**src/rtl/fos_pkg.sv**
```systemverilog
package fos_pkg;
  typedef enum logic [2:0] {
    ST_IDLE = 3'd0,
    ST_PROG = 3'd1,
    ST_PRE  = 3'd2,
    ST_ERS  = 3'd3,
    ST_FAIL = 3'd4
  } fos_state_e;
endpackage

```
**src/rtl/fos_step_counter.sv**
```systemverilog
module fos_step_counter #(
  parameter int W = 5
) (
  input  logic         clk,
  input  logic         clr,
  output logic [W-1:0] cnt
);
  always_ff @(posedge clk) begin
    if (clr)             cnt <= '0;
    else if (cnt != '1)  cnt <= cnt + 1'b1;
  end
endmodule

```
**src/rtl/fos_cell_array.sv**
```systemverilog
module fos_cell_array #(
  parameter int ADDR_W = 4,
  parameter int DATA_W = 8
) (
  input  logic              clk,
  input  logic              wr_en,
  input  logic [ADDR_W-1:0] wr_addr,
  input  logic [DATA_W-1:0] wr_data,
  input  logic              fill_en,
  input  logic [ADDR_W-1:0] rd_addr,
  output logic [DATA_W-1:0] rd_word,
  input  logic [ADDR_W-1:0] tgt_addr,
  output logic [DATA_W-1:0] tgt_word
);
  localparam int DEPTH = 1 << ADDR_W;

  logic [DATA_W-1:0] cells [DEPTH];

  // cells keep their content across reset, like nonvolatile storage
  always_ff @(posedge clk) begin
    if (fill_en) begin
      for (int i = 0; i < DEPTH; i++) cells[i] <= '1;
    end else if (wr_en) begin
      cells[wr_addr] <= wr_data;
    end
  end

  assign rd_word  = cells[rd_addr];
  assign tgt_word = cells[tgt_addr];
endmodule

```
**src/rtl/fos_poll_mux.sv**
```systemverilog
module fos_poll_mux #(
  parameter int DATA_W = 8
) (
  input  logic              show_status,
  input  logic              op_is_prog,
  input  logic              tmo,
  input  logic              tgt_msb,
  input  logic [DATA_W-1:0] cell_word,
  output logic [DATA_W-1:0] rd_data
);
  localparam int POLL_BIT = DATA_W - 1;
  localparam int TMO_BIT  = DATA_W - 3;

  function automatic logic [DATA_W-1:0] poll_word(input logic prog, input logic msb,
                                                  input logic t);
    logic [DATA_W-1:0] w;
    w           = '0;
    w[POLL_BIT] = prog ? ~msb : 1'b0;
    w[TMO_BIT]  = t;
    return w;
  endfunction

  assign rd_data = show_status ? poll_word(op_is_prog, tgt_msb, tmo) : cell_word;
endmodule

```
**src/rtl/flash_op_sequencer.sv**
```systemverilog
module flash_op_sequencer
  import fos_pkg::*;
#(
  parameter int ADDR_W       = 4,
  parameter int DATA_W       = 8,
  parameter int PROG_CYCLES  = 4,
  parameter int ERASE_CYCLES = 6,
  parameter int TMO_LIMIT    = 12
) (
  input  logic              clk,
  input  logic              rst_n,
  input  logic              start_prog,
  input  logic              start_erase,
  input  logic [ADDR_W-1:0] op_addr,
  input  logic [DATA_W-1:0] op_data,
  input  logic              clr_cmd,
  input  logic [ADDR_W-1:0] rd_addr,
  output logic [DATA_W-1:0] rd_data,
  output logic              busy
);
  localparam int DEPTH   = 1 << ADDR_W;
  localparam int CNT_TOP = (TMO_LIMIT > DEPTH)
                         ? ((TMO_LIMIT > ERASE_CYCLES) ? TMO_LIMIT : ERASE_CYCLES)
                         : ((DEPTH > ERASE_CYCLES) ? DEPTH : ERASE_CYCLES);
  localparam int CNT_W   = $clog2(CNT_TOP + 1);
  localparam logic [CNT_W-1:0] PULSE_AT = CNT_W'(PROG_CYCLES - 1);
  localparam logic [CNT_W-1:0] TMO_AT   = CNT_W'(TMO_LIMIT - 1);
  localparam logic [CNT_W-1:0] WALK_END = CNT_W'(DEPTH - 1);
  localparam logic [CNT_W-1:0] ERS_END  = CNT_W'(ERASE_CYCLES - 1);

  function automatic logic [DATA_W-1:0] prog_merge(input logic [DATA_W-1:0] old_w,
                                                   input logic [DATA_W-1:0] new_w);
    return old_w & new_w;
  endfunction

  function automatic logic verify_ok(input logic [DATA_W-1:0] stored,
                                     input logic [DATA_W-1:0] wanted);
    return stored == wanted;
  endfunction

  function automatic logic [DATA_W-1:0] damage_word(input logic [DATA_W-1:0] old_w,
                                                    input logic [DATA_W-1:0] new_w);
    logic [DATA_W-1:0] w;
    w    = prog_merge(old_w, new_w);
    w[0] = 1'b0;
    return w;
  endfunction

  fos_state_e        state_q, state_d;
  logic [ADDR_W-1:0] tgt_addr_q;
  logic [DATA_W-1:0] tgt_data_q;
  logic              tmo_q;
  logic [CNT_W-1:0]  cnt;
  logic              cnt_clr;
  logic [DATA_W-1:0] cell_old, cell_rd, merged;

  // named internal events
  logic accept_prog, accept_erase, prog_pulse, prog_ok, prog_timeout;
  logic pre_walk, pre_last, erase_fill, abort_damage, op_is_prog, tmo_flag;
  logic wr_en;
  logic [ADDR_W-1:0] wr_addr;
  logic [DATA_W-1:0] wr_data;

  assign accept_prog  = (state_q == ST_IDLE) && start_prog;
  assign accept_erase = (state_q == ST_IDLE) && start_erase && !start_prog;
  assign merged       = prog_merge(cell_old, tgt_data_q);
  assign prog_ok      = verify_ok(merged, tgt_data_q);
  assign prog_pulse   = (state_q == ST_PROG) && (cnt == PULSE_AT) && rst_n;
  assign prog_timeout = (state_q == ST_PROG) && (cnt == TMO_AT);
  assign pre_walk     = (state_q == ST_PRE) && rst_n;
  assign pre_last     = (state_q == ST_PRE) && (cnt == WALK_END);
  assign erase_fill   = (state_q == ST_ERS) && (cnt == ERS_END) && rst_n;
  assign abort_damage = !rst_n && (state_q == ST_PROG);
  assign op_is_prog   = (state_q == ST_PROG) || (state_q == ST_FAIL);
  assign tmo_flag     = tmo_q;
  assign busy         = (state_q != ST_IDLE);

  always_comb begin
    state_d = state_q;
    unique case (state_q)
      ST_IDLE: begin
        if (accept_prog)       state_d = ST_PROG;
        else if (accept_erase) state_d = ST_PRE;
      end
      ST_PROG: begin
        if (prog_pulse && prog_ok) state_d = ST_IDLE;
        else if (prog_timeout)     state_d = ST_FAIL;
      end
      ST_PRE:  if (pre_last) state_d = ST_ERS;
      ST_ERS:  if (cnt == ERS_END) state_d = ST_IDLE;
      ST_FAIL: if (clr_cmd) state_d = ST_IDLE;
      default: state_d = ST_IDLE;
    endcase
  end

  assign cnt_clr = !rst_n || (state_d != state_q);

  always_ff @(posedge clk) begin
    if (!rst_n) begin
      state_q <= ST_IDLE;
      tmo_q   <= 1'b0;
    end else begin
      state_q <= state_d;
      if (prog_timeout && !(prog_pulse && prog_ok)) tmo_q <= 1'b1;
      else if (state_q == ST_FAIL && clr_cmd)       tmo_q <= 1'b0;
    end
  end

  always_ff @(posedge clk) begin
    if (accept_prog && rst_n) begin
      tgt_addr_q <= op_addr;
      tgt_data_q <= op_data;
    end
  end

  // write source selection: reset damage, program pulse, erase walk
  always_comb begin
    wr_en   = abort_damage || prog_pulse || pre_walk;
    wr_addr = tgt_addr_q;
    wr_data = merged;
    if (abort_damage) begin
      wr_data = damage_word(cell_old, tgt_data_q);
    end else if (state_q == ST_PRE) begin
      wr_addr = cnt[ADDR_W-1:0];
      wr_data = '0;
    end
  end

  fos_step_counter #(.W(CNT_W)) u_cnt (
    .clk (clk),
    .clr (cnt_clr),
    .cnt (cnt)
  );

  fos_cell_array #(.ADDR_W(ADDR_W), .DATA_W(DATA_W)) u_cells (
    .clk      (clk),
    .wr_en    (wr_en),
    .wr_addr  (wr_addr),
    .wr_data  (wr_data),
    .fill_en  (erase_fill),
    .rd_addr  (rd_addr),
    .rd_word  (cell_rd),
    .tgt_addr (tgt_addr_q),
    .tgt_word (cell_old)
  );

  fos_poll_mux #(.DATA_W(DATA_W)) u_poll (
    .show_status (busy),
    .op_is_prog  (op_is_prog),
    .tmo         (tmo_q),
    .tgt_msb     (tgt_data_q[DATA_W-1]),
    .cell_word   (cell_rd),
    .rd_data     (rd_data)
  );
endmodule

```
**config.mk**
```make
export PLATFORM = sky130hd
export DESIGN_NAME = flash_op_sequencer
export DESIGN_NICKNAME = d
export VERILOG_FILES = /design/src/rtl/fos_pkg.sv /design/src/rtl/fos_step_counter.sv /design/src/rtl/fos_cell_array.sv /design/src/rtl/fos_poll_mux.sv /design/src/rtl/flash_op_sequencer.sv
export SDC_FILE = /design/constraint.sdc
export NUM_CORES = 1
export LEC_CHECK = 0
export BUFFER_PORTS_ARGS = -buffer_cell sky130_fd_sc_hd__buf_2
export CORE_ASPECT_RATIO = 1.25
export CORE_MARGIN = 5
export CORE_UTILIZATION = 61
export DETAILED_ROUTE_END_ITERATION = 12
export GPL_TIMING_DRIVEN = 0
export PLACE_DENSITY = 0.79
export SLEW_MARGIN = 40
export SYNTH_ARGS = -nofsm -noshare
export SYNTH_HDL_FRONTEND = slang
export SYNTH_HIERARCHICAL = 1
export SYNTH_SLANG_ARGS = --single-unit
```
**constraint.sdc**
```tcl
create_clock -name clk -period 4.83 [get_ports clk]
set_input_delay 0.2415 -clock clk [delete_from_list [all_inputs] [get_ports clk]]
set_output_delay 0.2415 -clock clk [all_outputs]
set_load 0.02 [all_outputs]
```
==> run metrics <==
count of inserted antenna diode cells=0; final-layout fill cell count=approximately 860; final weighted congestion of routability-driven global placement=~0.98; post-route ant nets=0; CTS tree=done; critical path data arrival time=~3.4 ns; flip-flop and latch count after synthesis=about 150; maximum number of pins on one net before global-route repair=17; # nets final=653; power density over the cells=approximately 330 mW/mm^2; sequential element share of the synthesized area=0.527; total via count in the routed design=roughly 5500; maximum fanout along the worst path=10; # IOs=30; setup skew after layout=between 0.007 and 0.008 ns; final setup TNS=0 ns; initial DRC count=between 500 and 600; area of the core=about 0.013 mm^2; fraction of layout instances using a drive strength above 1=0.325; Synthesized Nets=roughly 600; Max IR drop VDD=~230 uV; residual DRC count=0; number of clock sinks seen by CTS=149; share of flip-flops with an asynchronous set or reset=0; max-capacitance violation count=0; number of buffers inserted by port buffering=28; Slew @ Worst Pin=0.755 ns; hold violation total from the final report=0; die height=~140 um; Total Routing Usage GR=0.283; Yosys cell types=55; worst-case headroom to the max-slew limit=0.496; root buffer cell=clkbuf_16; effective utilization at floorplan=0.625; count of warnings emitted by yosys=6; total number of H-tree levels=4; clock transition at the registers of the reported paths=0.06 ns; Setup Crit Path Kind=flop to flop; TritonCTS buffer count=17; unrepaired setup endpoints after global routing=false; largest buffer count on any clock path=2; Syn-to-layout area delta=12.5%; die width=about 110 um; most frequent standard cell in the layout excluding fill and tap cells=edfxtp_1; Site Rows=47; number of antenna violations at the first check in global routing=0; commonest register cell after synthesis=edfxtp_1; detailed-router iteration count before antenna repair=5; number of global-route vias before repair=around 5500; drt wl/cell=26.9 um; via density per instance=between 6 and 7; number of flops mapped to enable cells by yosys=140; synthesized area=about 0.0083 mm^2; run status=finished clean; global-route wire length before repair=~33 mm; endpoints failing setup=0; post-DP HPWL=between 15 and 20 mm; post-cts resize count=0; min cycle time layout=between 3 and 4 ns; Max Clk Rate=0.297 GHz; Avg Synthesized Cell Area=between 10 and 15 um^2; Required @ worst endpoint=between 4 and 5 ns; worst-skew pair later-pin latency=slightly above 0.4 ns; portion of the clock cycle consumed by the worst path in the final layout=0.696; Post-Syn Instances=about 570; total count of max-transition violations in the final report=0; sort of element at the start of the critical path=flop; type of element capturing the critical path=flop; sum of routed wire length over all layers=between 20 and 25 mm; leakage power summed over all cells=0.00356 uW; DIE AREA=about 0.016 mm^2; final core area utilization=0.704; global-route congestion overflow total=0; top library cells by usage in the layout, fill and taps aside=140 x edfxtp_1, 79 x or2_2, 57 x nand2b_1; type of the most critical hold path=primary input to flop
-- worst max-delay path, cell delays in order, from the launching register on --
cell	delay, ns
dfxtp_1	0.31
clkbuf_2	0.19
inv_1	0.13
nand3b_1	0.22
clkbuf_1	0.35
o21ai_0	0.34
nor4b_2	0.72
nand2_1	0.35
nand2b_1	0.41
-- path summary, 6_finish.rpt --
| check | from | to | cells after the start | slack [ns] |
|---|---|---|---|---|
| hold / removal | op_data[3] | tgt_data_q[3]$_DFFE_PP_ | 1 | 0.01 |
| setup reg to reg | state_q[2]$_SDFF_PN0_ | u_cells/cells[2][0]$_SDFFCE_PN1P_ | 8 | 1.47 |
| hold reg to reg | tmo_flag$_SDFFE_PN0P_ | tmo_flag$_SDFFE_PN0P_ | 2 | 0.58 |
| setup / recovery | state_q[2]$_SDFF_PN0_ | u_cells/cells[2][0]$_SDFFCE_PN1P_ | 8 | 1.47 |
-- per-stage QoR --
step	instances	hold slack, ns	instance area, um^2	power (uW)	setup slack [ns]
floorplan	573	0.340	8310	1680	2.26
global placement	772	0.420	8670	1770	1.78
detailed placement	773	0.420	8680	1790	1.68
CTS	814	0.000844	9360	3090	1.61
global route	814	0.00434	9360	3190	1.28
finish	814	0.0110	9360	3080	1.47
-- cell families after synthesis --
kind of cell	synth area share
compound gates	0.0524
mux	0.199
xor+xnor	0.00316
buf+inv	0.0352
flops	0.527
fa+ha+maj	0.00301
simple gates	0.180
-- flip-flops by register name (all words and copies together) (netlist names) --
name           flops
u_cnt/cnt          5
tgt_data_q         8
state_q            3
u_cells/cells    128
tgt_addr_q         4
tmo_flag           1
-- power by group --
part / internal [uW] / switching, uW
clock network: 807 / 503
registers: 1430 / 25.5
logic: 133 / 181
-- synthesized netlist by cell type, types with 4 or more instances --
| library cell | n | area (um^2) |
|---|---|---|
| a21oi_1 | 6 | 30.0 |
| a22oi_1 | 32 | 240 |
| and2b_2 | 6 | 52.6 |
| and3_1 | 10 | 62.6 |
| buf_2 | 11 | 55.1 |
| buf_6 | 8 | 90.1 |
| clkbuf_1 | 11 | 41.3 |
| clkdlybuf4s25_2 | 6 | 60.1 |
| dfxtp_1 | 9 | 180 |
| edfxtp_1 | 140 | 4200 |
| inv_1 | 7 | 26.3 |
| mux4_1 | 36 | 946 |
| mux4_2 | 26 | 586 |
| nand2_1 | 34 | 128 |
| nand2b_1 | 57 | 357 |
| nor2_1 | 11 | 41.3 |
| nor2b_1 | 7 | 43.8 |
| nor3_1 | 4 | 20.0 |
| o21ai_0 | 4 | 20.0 |
| or2_1 | 6 | 37.5 |
| or2_2 | 79 | 494 |
| or3_1 | 10 | 62.6 |
-- final cells by class --
| class | instances | area [um^2] | share of cell area |
|---|---|---|---|
| Buffer | 39 | 267 | 0.0285 |
| Clock buffer | 18 | 429 | 0.0459 |
| Clock inverter | 14 | 159 | 0.0170 |
| Inverter | 7 | 26.3 | 0.00281 |
| Multi-Input combinational cell | 378 | 3640 | 0.389 |
| Sequential cell | 149 | 4380 | 0.469 |
| Tap cell | 171 | 214 | 0.0229 |
| Timing Repair Buffer | 38 | 235 | 0.0251 |
-- metal layers --
metal	part of all wire	wire length, um	track usage
met2	0.49	10700	0.454
met4	0.073	1610	0.181
met5	0	0	0
met1	0.35	7750	0.338
met3	0.084	1850	0.0725
-- repair_timing --
| item | CTS | global route |
|---|---|---|
| hold buffers | 9 | 0 |
| setup buffers | 0 | 0 |
| hold endpoints to repair | 9 | 0 |
(Power assumes the default switching activity.)
